===== config.mk =====
export PLATFORM = sky130hd
export DESIGN_NAME = lin_slave_resp
export DESIGN_NICKNAME = d
export VERILOG_FILES = /design/src/rtl/lin_resp_pkg.sv /design/src/rtl/lin_resp_buf.sv /design/src/rtl/lin_resp_csum.sv /design/src/rtl/lin_slave_resp.sv
export SDC_FILE = /design/constraint.sdc
export NUM_CORES = 1
export LEC_CHECK = 0
export BUFFER_PORTS_ARGS = -buffer_cell sky130_fd_sc_hd__buf_2
export CORE_MARGIN = 8
export CORE_UTILIZATION = 55
export CTS_BUF_LIST = sky130_fd_sc_hd__clkbuf_4 sky130_fd_sc_hd__clkbuf_8 sky130_fd_sc_hd__clkbuf_16
export CTS_CLUSTER_DIAMETER = 40
export DETAILED_ROUTE_END_ITERATION = 10
export GPL_TIMING_DRIVEN = 0
export PLACE_DENSITY = 0.78
export SLEW_MARGIN = 20
export SYNTH_ARGS = -nofsm -noshare
export SYNTH_HDL_FRONTEND = slang
export SYNTH_SLANG_ARGS = --single-unit

===== constraint.sdc =====
create_clock -name clk -period 3.3 [get_ports clk]
set_input_delay 0.33 -clock clk [delete_from_list [all_inputs] [get_ports clk]]
set_output_delay 0.33 -clock clk [all_outputs]
set_load 0.01 [all_outputs]

===== src/rtl/lin_resp_pkg.sv =====
package lin_resp_pkg;

  typedef enum logic [2:0] {
    ST_IDLE, ST_SYNC, ST_PID, ST_WAIT, ST_RX, ST_RXCS, ST_TX, ST_TXCS
  } lin_st_e;

  localparam logic [7:0] SYNC_PATTERN = 8'h55;
  localparam logic [3:0] LEN_FROM_ID  = 4'hF;

  // byte count implied by identifier bits [5:4]
  function automatic int id_len(input logic [7:0] pid);
    case (pid[5:4])
      2'b10:   return 4;
      2'b11:   return 8;
      default: return 2;
    endcase
  endfunction

  // 8-bit addition with end-around carry
  function automatic logic [7:0] wrap_add(input logic [7:0] a, input logic [7:0] b);
    logic [8:0] s;
    s = {1'b0, a} + {1'b0, b};
    return s[7:0] + {7'b0, s[8]};
  endfunction

endpackage


===== src/rtl/lin_resp_buf.sv =====
module lin_resp_buf #(
  parameter int DEPTH = 8,
  parameter int AW    = $clog2(DEPTH)
) (
  input  logic          clk,
  input  logic          rst_n,
  input  logic          fsm_we,
  input  logic [AW-1:0] fsm_addr,
  input  logic [7:0]    fsm_wdata,
  input  logic          host_we,
  input  logic [AW-1:0] host_addr,
  input  logic [7:0]    host_wdata,
  input  logic [AW-1:0] rd_a_addr,
  output logic [7:0]    rd_a_data,
  input  logic [AW-1:0] rd_b_addr,
  output logic [7:0]    rd_b_data
);

  logic [7:0] slot [DEPTH];

  for (genvar i = 0; i < DEPTH; i++) begin : g_slot
    logic       hit_f;
    logic       hit_h;
    logic [7:0] q;
    assign hit_f = fsm_we  && (fsm_addr  == AW'(i));
    assign hit_h = host_we && (host_addr == AW'(i));
    always_ff @(posedge clk or negedge rst_n) begin
      if (!rst_n)     q <= '0;
      else if (hit_f) q <= fsm_wdata;
      else if (hit_h) q <= host_wdata;
    end
    assign slot[i] = q;
  end

  assign rd_a_data = slot[rd_a_addr];
  assign rd_b_data = slot[rd_b_addr];

endmodule


===== src/rtl/lin_resp_csum.sv =====
module lin_resp_csum (
  input  logic       clk,
  input  logic       rst_n,
  input  logic       init,
  input  logic [7:0] init_val,
  input  logic       add,
  input  logic [7:0] din,
  output logic [7:0] sum
);
  import lin_resp_pkg::*;

  logic [7:0] acc_q;
  logic [7:0] acc_d;

  always_comb begin
    acc_d = acc_q;
    if (init)     acc_d = init_val;
    else if (add) acc_d = wrap_add(acc_q, din);
  end

  always_ff @(posedge clk or negedge rst_n) begin
    if (!rst_n)            acc_q <= '0;
    else if (init || add)  acc_q <= acc_d;
  end

  assign sum = acc_q;

endmodule


===== src/rtl/lin_slave_resp.sv =====
module lin_slave_resp #(
  parameter int BUF_DEPTH = 8,
  parameter int RSP_SPACE = 64
) (
  input  logic       clk,
  input  logic       rst_n,
  input  logic       cfg_slave,
  input  logic       cfg_enh,
  input  logic       rx_break,
  input  logic       rx_valid,
  input  logic [7:0] rx_data,
  output logic       tx_valid,
  output logic [7:0] tx_data,
  input  logic       tx_ready,
  input  logic       host_ack,
  input  logic       host_stop,
  input  logic       host_dir,
  input  logic [3:0] host_len,
  input  logic       host_we,
  input  logic [2:0] host_addr,
  input  logic [7:0] host_wdata,
  input  logic [2:0] host_raddr,
  output logic [7:0] host_rdata,
  output logic [7:0] frame_id,
  output logic       bus_active,
  output logic       data_req,
  output logic       xfer_done,
  output logic       irq,
  output logic [2:0] err_flags,
  input  logic       clr_irq,
  input  logic       clr_err
);
  import lin_resp_pkg::*;

  localparam int AW  = $clog2(BUF_DEPTH);
  localparam int CW  = $clog2(BUF_DEPTH + 1);
  localparam int RCW = $clog2(RSP_SPACE + 1);
  localparam int E_SYNC = 0;
  localparam int E_TMO  = 1;
  localparam int E_CS   = 2;

  // reset: asserted asynchronously, released on the clock
  logic [1:0] rst_pipe;
  logic       rst_ni;
  always_ff @(posedge clk or negedge rst_n) begin
    if (!rst_n) rst_pipe <= 2'b00;
    else        rst_pipe <= {rst_pipe[0], 1'b1};
  end
  assign rst_ni = rst_pipe[1];

  lin_st_e        st_q, st_d;
  logic [7:0]     pid_q, pid_d;
  logic           dreq_q, dreq_d;
  logic [CW-1:0]  idx_q, idx_d, n_q, n_d;
  logic           late_q, late_d;
  logic [RCW-1:0] cnt_q, cnt_d;
  logic           done_q, irq_q;
  logic [2:0]     err_q;
  logic           enh_q, slave_q;

  logic           irq_set, done_set, done_clr;
  logic [2:0]     err_set;
  logic           cs_init, cs_add;
  logic [7:0]     cs_init_val, cs_din, cs_sum;
  logic           fsm_we;
  logic [AW-1:0]  fsm_addr;
  logic [7:0]     buf_rd, host_rd;
  logic           host_ok, cfg_chg;
  logic [CW-1:0]  eff_len;

  always_comb begin
    int l;
    if (host_len == LEN_FROM_ID)    l = id_len(pid_q);
    else if (int'(host_len) > BUF_DEPTH) l = BUF_DEPTH;
    else                            l = int'(host_len);
    eff_len = CW'(l);
  end

  assign cfg_chg = (cfg_enh != enh_q) || (cfg_slave != slave_q);

  // next-state logic
  always_comb begin
    st_d        = st_q;
    pid_d       = pid_q;
    dreq_d      = dreq_q;
    idx_d       = idx_q;
    n_d         = n_q;
    late_d      = late_q;
    cnt_d       = cnt_q;
    irq_set     = 1'b0;
    done_set    = 1'b0;
    done_clr    = 1'b0;
    err_set     = 3'b000;
    cs_init     = 1'b0;
    cs_init_val = 8'h00;
    cs_add      = 1'b0;
    cs_din      = rx_data;
    fsm_we      = 1'b0;
    fsm_addr    = idx_q[AW-1:0];
    if (!cfg_slave || (cfg_chg && st_q != ST_IDLE)) begin
      st_d   = ST_IDLE;
      dreq_d = 1'b0;
    end else if (rx_break) begin
      st_d     = ST_SYNC;
      dreq_d   = 1'b0;
      done_clr = 1'b1;
    end else begin
      case (st_q)
        ST_SYNC: if (rx_valid) begin
          if (rx_data == SYNC_PATTERN) st_d = ST_PID;
          else begin
            err_set[E_SYNC] = 1'b1;
            irq_set         = 1'b1;
            st_d            = ST_IDLE;
          end
        end
        ST_PID: if (rx_valid) begin
          pid_d   = rx_data;
          dreq_d  = 1'b1;
          irq_set = 1'b1;
          cnt_d   = '0;
          late_d  = 1'b0;
          st_d    = ST_WAIT;
        end
        ST_WAIT: begin
          if (!late_q) begin
            if (cnt_q == RCW'(RSP_SPACE - 1)) late_d = 1'b1;
            else                              cnt_d  = cnt_q + 1'b1;
          end
          if (host_stop) begin
            dreq_d = 1'b0;
            st_d   = ST_IDLE;
          end else if (rx_valid) begin
            fsm_we         = 1'b1;
            fsm_addr       = '0;
            err_set[E_TMO] = 1'b1;
            irq_set        = 1'b1;
            dreq_d         = 1'b0;
            st_d           = ST_IDLE;
          end else if (host_ack) begin
            dreq_d      = 1'b0;
            n_d         = eff_len;
            idx_d       = '0;
            cs_init     = 1'b1;
            cs_init_val = cfg_enh ? pid_q : 8'h00;
            if (host_dir) begin
              if (late_q) begin
                err_set[E_TMO] = 1'b1;
                irq_set        = 1'b1;
                st_d           = ST_IDLE;
              end else begin
                st_d = (eff_len == '0) ? ST_TXCS : ST_TX;
              end
            end else begin
              st_d = (eff_len == '0) ? ST_RXCS : ST_RX;
            end
          end
        end
        ST_RX: if (rx_valid) begin
          fsm_we = 1'b1;
          cs_add = 1'b1;
          idx_d  = idx_q + 1'b1;
          if (idx_q == n_q - 1'b1) st_d = ST_RXCS;
        end
        ST_RXCS: if (rx_valid) begin
          irq_set = 1'b1;
          if (rx_data == ~cs_sum) done_set = 1'b1;
          else                    err_set[E_CS] = 1'b1;
          st_d = ST_IDLE;
        end
        ST_TX: begin
          cs_din = buf_rd;
          if (tx_ready) begin
            cs_add = 1'b1;
            idx_d  = idx_q + 1'b1;
            if (idx_q == n_q - 1'b1) st_d = ST_TXCS;
          end
        end
        ST_TXCS: if (tx_ready) begin
          done_set = 1'b1;
          irq_set  = 1'b1;
          st_d     = ST_IDLE;
        end
        default: ;
      endcase
    end
  end

  // state registers
  always_ff @(posedge clk or negedge rst_ni) begin
    if (!rst_ni) begin
      st_q    <= ST_IDLE;
      pid_q   <= '0;
      dreq_q  <= 1'b0;
      idx_q   <= '0;
      n_q     <= '0;
      late_q  <= 1'b0;
      cnt_q   <= '0;
      done_q  <= 1'b0;
      irq_q   <= 1'b0;
      err_q   <= '0;
      enh_q   <= 1'b0;
      slave_q <= 1'b0;
    end else begin
      st_q    <= st_d;
      pid_q   <= pid_d;
      dreq_q  <= dreq_d;
      idx_q   <= idx_d;
      n_q     <= n_d;
      late_q  <= late_d;
      cnt_q   <= cnt_d;
      enh_q   <= cfg_enh;
      slave_q <= cfg_slave;
      if (done_set)      done_q <= 1'b1;
      else if (done_clr) done_q <= 1'b0;
      if (irq_set)       irq_q  <= 1'b1;
      else if (clr_irq)  irq_q  <= 1'b0;
      if (clr_err || (err_set != 3'b000)) err_q <= (clr_err ? 3'b000 : err_q) | err_set;
    end
  end

  lin_resp_buf #(.DEPTH(BUF_DEPTH)) u_buf (
    .clk       (clk),
    .rst_n     (rst_ni),
    .fsm_we    (fsm_we),
    .fsm_addr  (fsm_addr),
    .fsm_wdata (rx_data),
    .host_we   (host_we && host_ok),
    .host_addr (host_addr[AW-1:0]),
    .host_wdata(host_wdata),
    .rd_a_addr (idx_q[AW-1:0]),
    .rd_a_data (buf_rd),
    .rd_b_addr (host_raddr[AW-1:0]),
    .rd_b_data (host_rd)
  );

  lin_resp_csum u_csum (
    .clk     (clk),
    .rst_n   (rst_ni),
    .init    (cs_init),
    .init_val(cs_init_val),
    .add     (cs_add),
    .din     (cs_din),
    .sum     (cs_sum)
  );

  assign bus_active = (st_q != ST_IDLE);
  assign host_ok    = dreq_q || !bus_active;
  assign host_rdata = host_ok ? host_rd : 8'h00;
  assign frame_id   = host_ok ? pid_q : 8'h00;
  assign tx_valid   = (st_q == ST_TX) || (st_q == ST_TXCS);
  assign tx_data    = (st_q == ST_TXCS) ? ~cs_sum : buf_rd;
  assign data_req   = dreq_q;
  assign xfer_done  = done_q;
  assign irq        = irq_q;
  assign err_flags  = err_q;

endmodule


# Yosys cells after proc, flatten, opt, wreduce, memory -nomap -nowiden
# Cells that the tools add are included.
totals:
  in_bits: 39
  output_inout_bits: 32
  reg_bits: 109
classes:
  n_reduce_logical: 55
  order_cmp: 3
  n_mux: 129
  add_sub_neg: 5
  n_bitwise: 8
  n_eq_ne: 47
op_table:
  columns: ["op", "count"]
  rows:
  - ["2-to-1 mux 8 bit", 35]
  - ["2-to-1 mux 3 bit", 23]
  - ["binary-select mux 8 bit (select 3 bit)", 2]
  - ["2-to-1 mux 1 bit", 48]
  - ["== test 3 bit (second input constant)", 12]
  - ["inequality test 4 bit (second input constant)", 8]
  - ["2-to-1 mux 4 bit", 7]
  - ["nonzero test 2 bit", 12]
  - ["2-to-1 mux 7 bit", 3]
  - ["one-hot mux 3 bit (7 select lines)", 1]
  - ["== test 3 x 2 -> 1 bit (second input constant)", 6]
  - ["logical AND 1 bit", 18]
  - ["inequality test 2 bit (second input constant)", 8]
  - ["one-hot mux 7 bit (2 select lines)", 1]
  - ["one-hot mux 4 bit (3 select lines)", 1]
  - ["AND reduction 6 bit", 2]
  - ["one-hot mux 1 bit (2 select lines)", 5]
  - ["AND reduction 10 bit", 1]
  - ["adder 8 x 8 -> 9 bit", 1]
  - ["== test 3 x 1 -> 1 bit (second input constant)", 3]
  - ["nonzero test 3 bit", 3]
  - ["nonzero test 9 bit", 1]
  - ["adder 8 x 1 -> 8 bit", 1]
  - ["== test 8 x 7 -> 1 bit (second input constant)", 1]
  - ["other kinds (29)", 44]

# Longest topological paths before layout
# Gate-level depths: netlist (run 1).
depth:
  ltp_word: 13
  ltp_mapped: 18

# Hierarchy
# A second synthesis (run 1) with hierarchy kept.
hier_totals:
  cells_unflattened: 751
  area_unflattened_um2: 7628.6
by_module_without_submodules:
  columns: ["mod", "instances", "area_each_um2", "cells_each"]
  rows:
  - ["lin_resp_buf", 1, 4207.8, 365]
  - ["lin_slave_resp", 1, 2534.9, 285]
  - ["lin_resp_csum", 1, 885.8, 101]

# Worst setup path before layout (run 1)
# OpenSTA, ideal clock, no wires.
synth_path:
  path_type: "register to register"
  from: "reg idx_q[0]"
  to: "reg u_csum.acc_q[4], in the netlist u_csum.sum[4]"
  slack_ns: -1.079
  setup_ns: 0.120
  required_ns: 3.180
  path_stages_with_launch: 18
  t_arrival_ns: 4.259
  path_buffers: 2
  cell_sequence: "dfrtp_1 -> clkbuf_1 -> buf_2 -> mux4_2 -> mux2_2 -> mux2_2 -> ha_1 -> fa_1 -> a211oi_1 -> o21ai_0 -> a21o_1 -> a21o_1 -> ha_1 -> o2111ai_1 -> nor2_1 -> xnor2_1 -> a211oi_1 -> a31o_2"
synth_via:
  elab_chain_len: 11
synth_lines:
  columns: ["element", "line", "rtl"]
  rows:
  - ["from (decl)", "lin_slave_resp.sv:54", "logic [CW-1:0] idx_q, idx_d, n_q, n_d;"]
  - ["from (signal assigned)", "lin_slave_resp.sv:208", "idx_q <= idx_d;"]
  - ["NOT 3 -> 4 bit (implied by the code)", "lin_resp_buf.sv:35", "assign rd_a_data = slot[rd_a_addr];"]
  - ["binary-select mux 8 bit (select 3 bit)", "lin_resp_buf.sv:35", null]
  - ["2-to-1 mux 8 bit (implied by the code) (2 in a row)", "lin_resp_buf.sv:35", null]
  - ["2-to-1 mux 8 bit", "lin_slave_resp.sv:108", "case (st_q)"]
  - ["2-to-1 mux 8 bit", "lin_slave_resp.sv:103", "end else if (rx_break) begin"]
  - ["2-to-1 mux 8 bit", "lin_slave_resp.sv:100", "if (!cfg_slave || (cfg_chg && st_q != ST_IDLE)) begin"]
  - ["adder 8 x 8 -> 9 bit", "lin_resp_pkg.sv:22", "s = {1'b0, a} + {1'b0, b};"]
  - ["adder 8 x 1 -> 8 bit", "lin_resp_pkg.sv:23", "return s[7:0] + {7'b0, s[8]};"]
  - ["2-to-1 mux 8 bit", "lin_resp_csum.sv:18", "else if (add) acc_d = wrap_add(acc_q, din);"]
  - ["2-to-1 mux 8 bit", "lin_resp_csum.sv:17", "if (init) acc_d = init_val;"]
  - ["to (signal assigned)", "lin_resp_csum.sv:22", "if (!rst_n) acc_q <= '0;"]
  - ["to (signal assigned)", "lin_resp_csum.sv:23", "else if (init || add) acc_q <= acc_d;"]
  - ["to (decl)", "lin_resp_csum.sv:12", "logic [7:0] acc_q;"]
# No other way between the ends. The select of a mux whose other input is x is not followed.
# A chain may end at the register's enable or synchronous reset.

# Worst setup path after layout (run 1)
layout_path:
  from: "reg idx_q[0]"
  to: "reg u_csum.acc_q[7], in the netlist u_csum.sum[7]"
# The elaborated chain is that of the path after synthesis.

==> results of run 1 <==
## power by group
group | switching, mW | internal [mW] | leakage, nW
Combinational | 0.436 | 0.521 | 2.48
Sequential | 0.167 | 1.54 | 1.36
Clock | 0.541 | 0.697 | 0.165
## kinds of logic (layout without fill, tap and decap cells)
group,Yosys count,after routing
and+or+nand+nor,219,219
muxes,157,157
AOI/OAI and AO/OA,127,127
DFF,109,109
buffers and inverters,65,175
xor gates and xnor gates,24,24
adders and majority gates,17,17
other,1,1
## Yosys cell counts, drive strengths merged, types with 16 or more instances
master,instances
mux4,32
o21ai,50
nand3,18
clkbuf,25
inv,20
dfrtp,109
nor2,52
nand2,76
buf,19
mux2i,43
a21oi,28
nor3,18
mux2,82
ha,16
## final timing paths
| path | end | slack, ps | cells after the start |
|---|---|---|---|
| setup / recovery | u_csum.sum[7] | -850 | 17 |
| hold / removal | enh_q | 90 | 1 |
| setup reg to reg | u_csum.sum[7] | -850 | 17 |
| hold reg to reg | enh_q | 210 | 0 |
| max in group asynchronous | idx_q[1] | 2290 | 2 |
| min in group asynchronous | enh_q | 210 | 0 |
## metal layers
metal | vias to the layer above | wire, microns | share of wire, % | GRT usage, %
met1 | 3249 | 8380 | 36 | 29.3
li1 | 2843 | - | - | -
met4 | 0 | 1120 | 4.9 | 13.6
met3 | 96 | 2060 | 9.0 | 7.70
met2 | 383 | 11500 | 50 | 43.7
met5 | - | 0 | 0 | 0
## layout make-up
| cell class | instances | area, sq um | share of cell area [%] |
|---|---|---|---|
| tap | 176 | 220 | 2.46 |
| inverter | 21 | 80.1 | 0.894 |
| multi-input combinational | 545 | 4700 | 52.5 |
| clock inverter | 5 | 91.3 | 1.02 |
| sequential | 109 | 2730 | 30.5 |
| clock buffer | 11 | 240 | 2.68 |
| buffer | 44 | 248 | 2.77 |
| timing repair buffer | 94 | 643 | 7.18 |
## registers in the layout, summed over array words and instances, names as in the netlist, 2 cells and up
register        count
cnt_q               7
u_buf.g_slot.q     64
st_q                3
pid_q               8
idx_q               4
u_csum.sum          8
err_flags           3
n_q                 4
rst_pipe            2
## timing repair
action,in CTS,in global routing
setup endpoints to repair,8,8
hold buffers,1,0
gates resized for setup,35,17
setup buffers,21,5
cloned,1,0
hold endpoints to repair,2,0
pin swaps,19,13
## stage by stage
| step | instance area [sq um] | utilization (%) |
|---|---|---|
| floorplan | 7490 | - |
| global placement | 8050 | 61.0 |
| detailed placement | 8100 | 61.4 |
| CTS | 8840 | 67.0 |
| global route | 8950 | 67.9 |
| finish | 8950 | 67.9 |
## worst max-delay path, stage by stage, from the launching register on
cell and delay (ps):
dfrtp_1 400, buf_8 150, buf_12 120, mux4_2 520
mux2_4 300, mux2_4 280, ha_4 170, fa_2 360
a211oi_2 280, o21ai_1 110, a21o_1 190, a21o_1 210
ha_2 230, nand3_4 90, nor3_2 60, nand4_1 160
xnor2_1 100, a221o_1 300
==> flow_summary.json, run 1 <==
{
  "yosysSeqAreaShare_pct": 36.8,
  "most-common-layout-cells": "dfrtp_1, buf_2, nand2_1, mux2_2, nor2_1",
  "synthXorXnorAreaFrac_pct": 2.83,
  "start_util_pct": 56.2,
  "synthTopCellsByArea": "dfrtp_1, mux2_2, mux4_2",
  "synth_ff_type": "dfrtp_1",
  "routedWlPerCell_microns": 22.9,
  "fin_hold_ws_ps": 93.7,
  "root_buffer": "clkbuf_16",
  "drt_pre_antenna_iters": 5,
  "fin_crit_ps": 4150,
  "synthArstFlopShare_pct": 100,
  "worst_pin_slew_ps": 1010,
  "globalRouteOverflowTotal": 0,
  "power_density_nw_per_um2": 436,
  "layout_commonest_cell": "dfrtp_1",
  "die_width_microns": 132,
  "port_buffers": 66,
  "clk_transition_reported_paths_ps": 80,
  "synthDistinctLibCells": 63,
  "setup_violations": 8,
  "synth-edff-count": 0,
  "placed_cells": 963,
  "synth-simple-area-share_pct": 14.8,
  "grt_use_total_pct": 26.0,
  "clkSinkCount": 109,
  "synthesis.nets": 775,
  "outcome": "finished with violations",
  "die_height_microns": 132,
  "clk_path_buf_depth": 2,
  "period_share_pct": 126,
  "synth_top_family_by_area": "multiplexers",
  "clock-skew-final_ps": 11.0,
  "grt_max_degree": 48,
  "yosys_register_bits": 109,
  "power_mw": 3.90,
  "rows": 42,
  "synth_top_area_share_pct": 36.8,
  "vdd_drop_max_uv": 467,
  "synthesis.area_sq_um": 7420,
  "drt_iter0_markers": 691,
  "htreeDepth": 3,
  "drcViolationCount": 0,
  "critPathLaunch": "idx_q[0]",
  "grt_pass1_wl_microns": 35700,
  "cp-start-kind": "flip-flop",
  "synth_area_leader_cell": "dfrtp_1",
  "path_class": "flip-flop to flip-flop",
  "cts_tree": "built",
  "cap_violations": 0,
  "ys_warn_count": 0,
  "critPathMaxFanout": 5,
  "drt-total-wl_microns": 23000,
  "synth-compound-area-share_pct": 10.8,
  "synth_mux_area_share_pct": 28.0,
  "setup_slack_ps": -846,
  "core_area_sq_um": 13200,
  "cp_data_arrival_time_ps": 4400,
  "layout-drive-gt1-share_pct": 35.1,
  "p_leak_nw": 4.01,
  "min_from": "cfg_enh",
  "fmax_mhz": 241,
  "clk_latency_ps": 360,
  "hold_path.class": "primary input to flip-flop",
  "ant_nets": 0,
  "setup_tns_ps": -4960,
  "pre_cts_slack_ps": -1140,
  "dieArea_sq_um": 17500,
  "nFillCells": 1006,
  "diodes": 0,
  "vias_per_cell": 6.54,
  "slew_headroom_pct": 31.9,
  "cts_buffers": 9,
  "ioPinCount": 71,
  "area_delta_synth_final_pct": 20.7,
  "end_kind": "flip-flop",
  "vias": 6571,
  "finalHoldViolCount": 0,
  "grt_antenna_before_repair": 0,
  "final-instance-count-excl-fill": 1005,
  "violations": "negative setup slack",
  "first_global_vias": 6727,
  "rr_startpoint": "idx_q[0]",
  "syn_inst": 719,
  "dp.final_hpwl_microns": 16100,
  "nets": 880,
  "gp_congestion": 0.909,
  "crit_required_ps": 3550,
  "synthAdderAreaFrac_pct": 2.97,
  "avgSynthCellArea_sq_um": 10.3,
  "drv_slew": 0,
  "rsz0062_at_grt": "true"
}
Note: power is estimated with default switching activity, not from simulation.
==> run 2: changes to the inputs <==
--- a/config.mk
+++ b/config.mk
@@ -6,13 +6,15 @@
 export NUM_CORES = 1
 export LEC_CHECK = 0
 export BUFFER_PORTS_ARGS = -buffer_cell sky130_fd_sc_hd__buf_2
+export CELL_PAD_IN_SITES_DETAIL_PLACEMENT = 0
+export CELL_PAD_IN_SITES_GLOBAL_PLACEMENT = 1
 export CORE_MARGIN = 8
-export CORE_UTILIZATION = 55
+export CORE_UTILIZATION = 43
 export CTS_BUF_LIST = sky130_fd_sc_hd__clkbuf_4 sky130_fd_sc_hd__clkbuf_8 sky130_fd_sc_hd__clkbuf_16
 export CTS_CLUSTER_DIAMETER = 40
 export DETAILED_ROUTE_END_ITERATION = 10
 export GPL_TIMING_DRIVEN = 0
-export PLACE_DENSITY = 0.78
+export PLACE_DENSITY = 0.77
 export SLEW_MARGIN = 20
 export SYNTH_ARGS = -nofsm -noshare
 export SYNTH_HDL_FRONTEND = slang
==> run 2 against run 1 <==
Compared with the run above: largest power group unchanged; register-to-register slack got worse by 40 ps; the flow still finishes with violations (negative setup slack); combinational power is 0.9% lower; hold slack worse by 2.4 ps; sequential share of layout area is 0.36 points higher; critical path depth up 1; utilization down 16 points.
==> flow_summary.json, run 2 (same netlist as run 1, synthesis figures left out) <==
{
  "outcome": "finished with violations",
  "violations": "negative setup slack",
  "r2r-end": "u_csum.sum[7]",
  "cts_tree": "built",
  "clk_transition_reported_paths_ps": 80,
  "switching_share_pct": 30.8,
  "start_util_pct": 43.5,
  "diodes": 0,
  "crit_required_ps": 3540,
  "p_leak_nw": 3.95,
  "globalRouteOverflowTotal": 0,
  "r2r_cells": 18,
  "grt_max_degree": 48,
  "drcViolationCount": 0,
  "drt_pre_antenna_iters": 4,
  "layout-drive-gt1-share_pct": 34.1,
  "dieArea_sq_um": 21700,
  "largest_register_ffs": 64,
  "ant_nets": 0,
  "clock_power_share_pct": 29.1,
  "setup_violations": 8,
  "drt_iter0_markers": 399,
  "end_kind": "flip-flop",
  "fin_crit_ps": 4180,
  "ioPinCount": 71,
  "htreeDepth": 3,
  "placed_area_sq_um": 8170,
  "cp-start-kind": "flip-flop",
  "drt-total-wl_microns": 23100,
  "clock-skew-final_ps": 15.4,
  "grt_pass1_wl_microns": 35700,
  "root_buffer": "clkbuf_16",
  "ff2ff_setup_slack_ps": -880,
  "vias": 6236,
  "core_area_sq_um": 17100,
  "most-common-layout-cells": "dfrtp_1, mux2_2, buf_2, nand2_1, nor2_1",
  "cp_data_arrival_time_ps": 4420,
  "internal-power_mw": 2.58,
  "seq_power_share_pct": 45.5,
  "fmax_mhz": 239,
  "switchingPower_mw": 1.15,
  "finalHoldViolCount": 0,
  "rsz0062_at_grt": "true",
  "routedWlPerCell_microns": 21.9,
  "rr_startpoint": "idx_q[0]",
  "finalInstanceArea_sq_um": 8850,
  "hold_path.class": "primary input to flip-flop",
  "cap_violations": 0,
  "min_from": "cfg_enh",
  "whs_path_depth": 1,
  "cts_buffers": 9,
  "path_class": "flip-flop to flip-flop",
  "worst_pin_slew_ps": 1120,
  "grt_use_total_pct": 21.2,
  "power_density_nw_per_um2": 422,
  "rows": 48,
  "critPathMaxFanout": 5,
  "vdd_drop_max_uv": 271,
  "slew_headroom_pct": 24.9,
  "grt_antenna_before_repair": 0,
  "die_width_microns": 147,
  "holdPathEnd": "enh_q",
  "period_share_pct": 127,
  "pwr-share-comb_pct": 25.4,
  "die_height_microns": 147,
  "drv_slew": 0,
  "area_delta_synth_final_pct": 19.4,
  "clk_latency_ps": 370,
  "nets": 879,
  "vias_per_cell": 5.92,
  "port_buffers": 66,
  "dp.final_hpwl_microns": 16800,
  "first_global_vias": 6404,
  "clk_path_buf_depth": 2,
  "setup_slack_ps": -881,
  "layout_commonest_cell": "dfrtp_1",
  "largest-register": "u_buf.g_slot.q",
  "fin_util_pct": 51.9,
  "gp_congestion": 0.861,
  "clkSinkCount": 109
}
-- run 2: metal layers --
metal / global-route usage, % / wire [microns] / vias to the layer above
li1: - / - / 2840
met1: 25.8 / 9540 / 3131
met2: 35.9 / 11500 / 225
met3: 5.04 / 1360 / 40
met4: 7.75 / 691 / 0
met5: 0 / 0 / -
-- run 2: layout make-up --
type / instances / area, sq um
Tap cell: 225 / 282
Timing Repair Buffer: 93 / 612
Inverter: 21 / 80.1
Sequential cell: 109 / 2730
Clock inverter: 7 / 66.3
Buffer: 44 / 238
Fill cell: 1570 / 8200
Clock buffer: 9 / 225
Multi-Input combinational cell: 545 / 4620
-- run 2: power groups by stage --
stage | clock network (mW) | logic (mW) | registers [mW]
after floorplan | 0 | 0.648 | 1.68
after global placement | 0 | 0.871 | 1.71
after detailed placement | 0 | 0.927 | 1.72
after CTS | 1.11 | 0.947 | 1.69
after global routing | 1.17 | 1.02 | 1.73
final | 1.08 | 0.948 | 1.70
-- run 2: worst max-delay path, cell delays in order (launching register included) --
cell and delay, ps:
dfrtp_1 390, buf_8 150, buf_12 120, mux4_2 510, mux2_4 300, mux2_4 290, ha_4 170, fa_2 380
a211oi_2 310, o21ai_2 100, a21o_1 160, a21o_1 170, buf_4 140, ha_4 160, nand3_4 60, nor3_1 60
nand4_1 150, xnor2_1 100, a221o_1 300
-- run 2: how the worst max path moves through the flow --
stage	slack, ps	start	cells after the start	endpoint
floorplan	-480	idx_q[0]	17	u_csum.sum[4]
global placement	-1260	rst_pipe[1]	0	u_csum.sum[1]
detailed placement	-1080	st_q[2]	17	u_csum.sum[4]
CTS	-800	idx_q[0]	17	u_csum.sum[4]
global route	-990	idx_q[0]	18	u_csum.sum[7]
finish	-880	idx_q[0]	18	u_csum.sum[7]
-- run 2: per-stage QoR --
| step | hold slack [ps] | std cells | total power, mW | setup WS [ps] | setup TNS, ps |
|---|---|---|---|---|---|
| CTS | 81.3 | 1046 | 3.75 | -803 | -5190 |
| global placement | 115 | 1010 | 2.58 | -1260 | -140370 |
| detailed placement | 116 | 1012 | 2.65 | -1080 | -6800 |
| finish | 91.3 | 1053 | 3.73 | -881 | -5500 |
| floorplan | 34.4 | 719 | 2.33 | -476 | -2430 |
| global route | 76.7 | 1053 | 3.92 | -988 | -6700 |
-- run 2: timing repair --
item	CTS	global route
hold buffers	1	0
setup endpoints to repair	8	8
buffers inserted	17	7
pin swaps	16	13
hold endpoints to repair	2	0
cloned	1	0
resized for setup	27	6
==> run 3: changes to the inputs <==
--- a/config.mk
+++ b/config.mk
@@ -5,16 +5,17 @@
 export SDC_FILE = /design/constraint.sdc
 export NUM_CORES = 1
 export LEC_CHECK = 0
+export ABC_AREA = 1
 export BUFFER_PORTS_ARGS = -buffer_cell sky130_fd_sc_hd__buf_2
 export CELL_PAD_IN_SITES_DETAIL_PLACEMENT = 0
 export CELL_PAD_IN_SITES_GLOBAL_PLACEMENT = 1
 export CORE_MARGIN = 8
-export CORE_UTILIZATION = 43
+export CORE_UTILIZATION = 40
 export CTS_BUF_LIST = sky130_fd_sc_hd__clkbuf_4 sky130_fd_sc_hd__clkbuf_8 sky130_fd_sc_hd__clkbuf_16
 export CTS_CLUSTER_DIAMETER = 40
 export DETAILED_ROUTE_END_ITERATION = 10
 export GPL_TIMING_DRIVEN = 0
-export PLACE_DENSITY = 0.77
+export PLACE_DENSITY = 0.78
 export SLEW_MARGIN = 20
 export SYNTH_ARGS = -nofsm -noshare
 export SYNTH_HDL_FRONTEND = slang
==> run 3 against run 2 <==
Compared with the run above: the flow still finishes with violations (negative setup slack); register-to-register slack improved by 610 ps; critical path depth rose by 9; critical path type unchanged; setup slack improved by 610 ps.
==> flow_summary.json, run 3 <==
{
  "outcome": "finished with violations",
  "violations": "negative setup slack",
  "placed_cells": 1436,
  "clk_path_buf_depth": 2,
  "globalRouteOverflowTotal": 0,
  "vdd_drop_max_uv": 259,
  "rsz0062_at_grt": "true",
  "synth_ff_type": "dfrtp_1",
  "pwr-share-comb_pct": 26.1,
  "area_delta_synth_final_pct": 20.6,
  "routedWlPerCell_microns": 19.5,
  "cts_tree": "built",
  "die_width_microns": 155,
  "rows": 51,
  "crit_required_ps": 3560,
  "synth_top_area_share_pct": 35.3,
  "grt_pass1_wl_microns": 45300,
  "switchingPower_mw": 1.39,
  "critPathLaunch": "st_q[0]",
  "synth_top_family_by_area": "simple AND/OR/NAND/NOR gates",
  "slew_headroom_pct": 31.8,
  "period_share_pct": 108,
  "diodes": 0,
  "yosysSeqAreaShare_pct": 35.3,
  "synthXorXnorAreaFrac_pct": 1.81,
  "root_buffer": "clkbuf_16",
  "ys_warn_count": 0,
  "syn_inst": 1115,
  "dp.final_hpwl_microns": 21000,
  "ys_top_cells_by_count": "nand3_1, nand2_1, o21ai_0, dfrtp_1, inv_1",
  "fin_crit_ps": 3570,
  "synth_area_leader_cell": "dfrtp_1",
  "core_area_sq_um": 19200,
  "layout-drive-gt1-share_pct": 18.8,
  "switching_share_pct": 35.2,
  "setup_violations": 7,
  "worst_pin_slew_ps": 1020,
  "largest-register": "u_buf.g_slot.q",
  "path_class": "flip-flop to flip-flop",
  "grt_antenna_before_repair": 0,
  "nets": 1278,
  "nFillCells": 1976,
  "cp_data_arrival_time_ps": 3830,
  "die_height_microns": 155,
  "layout_commonest_cell": "nand3_1",
  "clkSinkCount": 109,
  "gp_congestion": 0.921,
  "fin_hold_ws_ps": 94.1,
  "synthTopCellsByArea": "dfrtp_1, nand3_1, nand2_1",
  "wl_met1_microns": 13500,
  "synthDistinctLibCells": 42,
  "critPathMaxFanout": 6,
  "drt_iter0_markers": 832,
  "drt_pre_antenna_iters": 6,
  "synthesis.area_sq_um": 7720,
  "drcViolationCount": 0,
  "grt_use_total_pct": 24.2,
  "vias": 8433,
  "fin_util_pct": 48.5,
  "synth_mux_area_share_pct": 0.292,
  "rr_startpoint": "st_q[0]",
  "min_from": "cfg_enh",
  "clock-skew-final_ps": 12.8,
  "met2_length_microns": 13200,
  "synth-simple-area-share_pct": 35.3,
  "finalHoldViolCount": 0,
  "most-common-layout-cells": "nand3_1, nand2_1, dfrtp_1, o21ai_0, inv_1",
  "clk_latency_ps": 370,
  "synth-edff-count": 0,
  "largest_register_ffs": 64,
  "clock_power_share_pct": 30.4,
  "cap_violations": 0,
  "port_buffers": 54,
  "yosys_register_bits": 109,
  "final-instance-count-excl-fill": 1492,
  "ff2ff_setup_slack_ps": -270,
  "ant_nets": 0,
  "pre_cts_slack_ps": -1100,
  "cp-start-kind": "flip-flop",
  "start_util_pct": 40.2,
  "wl_met3_microns": 1720,
  "synth_most_common_cell": "nand3_1",
  "synth-compound-area-share_pct": 15.0,
  "p_leak_nw": 4.52,
  "synthAdderAreaFrac_pct": 2.85,
  "htreeDepth": 3,
  "grt_max_degree": 41,
  "drt-total-wl_microns": 29100,
  "synthArstFlopShare_pct": 100,
  "ioPinCount": 71,
  "internal-power_mw": 2.55,
  "seq_power_share_pct": 43.6,
  "drv_slew": 0,
  "hold_path.class": "primary input to flip-flop",
  "first_global_vias": 7818,
  "clk_transition_reported_paths_ps": 80,
  "power_density_nw_per_um2": 422,
  "end_kind": "flip-flop",
  "vias_per_cell": 5.65,
  "top_layer": "met4",
  "synthesis.nets": 1171,
  "fmax_mhz": 280,
  "avgSynthCellArea_sq_um": 6.93,
  "dieArea_sq_um": 24000,
  "setup_slack_ps": -270,
  "power_mw": 3.94,
  "cts_buffers": 9
}
[run 3: cell types whose count changed in the layout (fill, tap and decap cells not counted), moves of 23 or more]
cell,before,now
o21ai_0,43,100
mux2i_1,43,0
inv_1,20,96
nand3_1,17,245
buf_4,24,47
mux4_2,32,0
mux2_2,77,2
nand2_1,74,199
[run 3: timing repair]
action | 4_1_cts | 5_1_grt
setup buffers | 28 | 12
hold buffers | 1 | 0
pin swaps | 24 | 22
gates resized for setup | 57 | 24
cloned | 1 | 0
endpoints found under the hold margin | 2 | 0
endpoints found under the setup margin | 8 | 8
[run 3: metal layers]
metal  track usage, %  up-vias
met1             33.9     4085
met5                0        -
li1                 -     4002
met4             8.17        0
met3             3.00       47
met2             38.0      299
[run 3: cells by family (layout without fill, tap and decap cells)]
family,count (synthesis),in the layout
fa+ha+maj,17,17
simple gates,583,583
compound gates,211,211
xor+xnor,16,16
flops,109,109
mux,2,2
other cells,1,1
buf+inv,176,288
[run 3: worst max-delay path, cell delays in order (launching register included)]
cell      delay [ps]
dfrtp_2          450
inv_2            100
nand3_4           90
nand2_4           80
nand2_4           60
nor2_4           150
inv_2             70
nor2_4           220
buf_6            160
o21ai_2           50
ha_2             210
fa_2             390
nand2_2           90
nand2_2           70
nand3_2           80
nand2_2           60
a21oi_2          140
o21bai_2         120
buf_4            160
ha_4             150
nand2_4           60
nor2_4            50
nand3_4          100
inv_2             50
nand3_1           60
nand3_1           80
nand2_2          100
nand2_1           60
[run 3: power by group through the flow]
stage	Combinational [mW]	Sequential, mW	Clock, mW
global placement	0.885	1.74	0
detailed placement	0.913	1.73	0
floorplan	0.608	1.67	0
CTS	0.985	1.71	1.22
global route	1.13	1.74	1.26
finish	1.03	1.71	1.19
[run 3: path summary, 6_finish.rpt]
path	endpoint	cells after the start
hold / removal	enh_q	1
setup reg to reg	u_csum.sum[6]	27
max in group asynchronous	st_q[1]	1
min in group asynchronous	rst_pipe[1]	2
hold reg to reg	u_buf.g_slot[3].q[5]	0
setup / recovery	u_csum.sum[6]	27
[run 3: metrics by stage]
step	instance area, sq um	setup TNS [ps]
floorplan	7790	0
global placement	8400	-183030
detailed placement	8440	-7010
CTS	9160	-395
global route	9320	-2570
finish	9320	-1330
[run 3: final cells by class]
cell class | instances | area [sq um] | area share [%]
multi-input combinational | 830 | 4480 | 48.0
sequential | 109 | 2740 | 29.4
timing repair buffer | 98 | 632 | 6.78
inverter | 117 | 465 | 5.00
buffer | 57 | 359 | 3.85
tap | 265 | 332 | 3.56
clock buffer | 11 | 253 | 2.71
clock inverter | 5 | 65.1 | 0.698
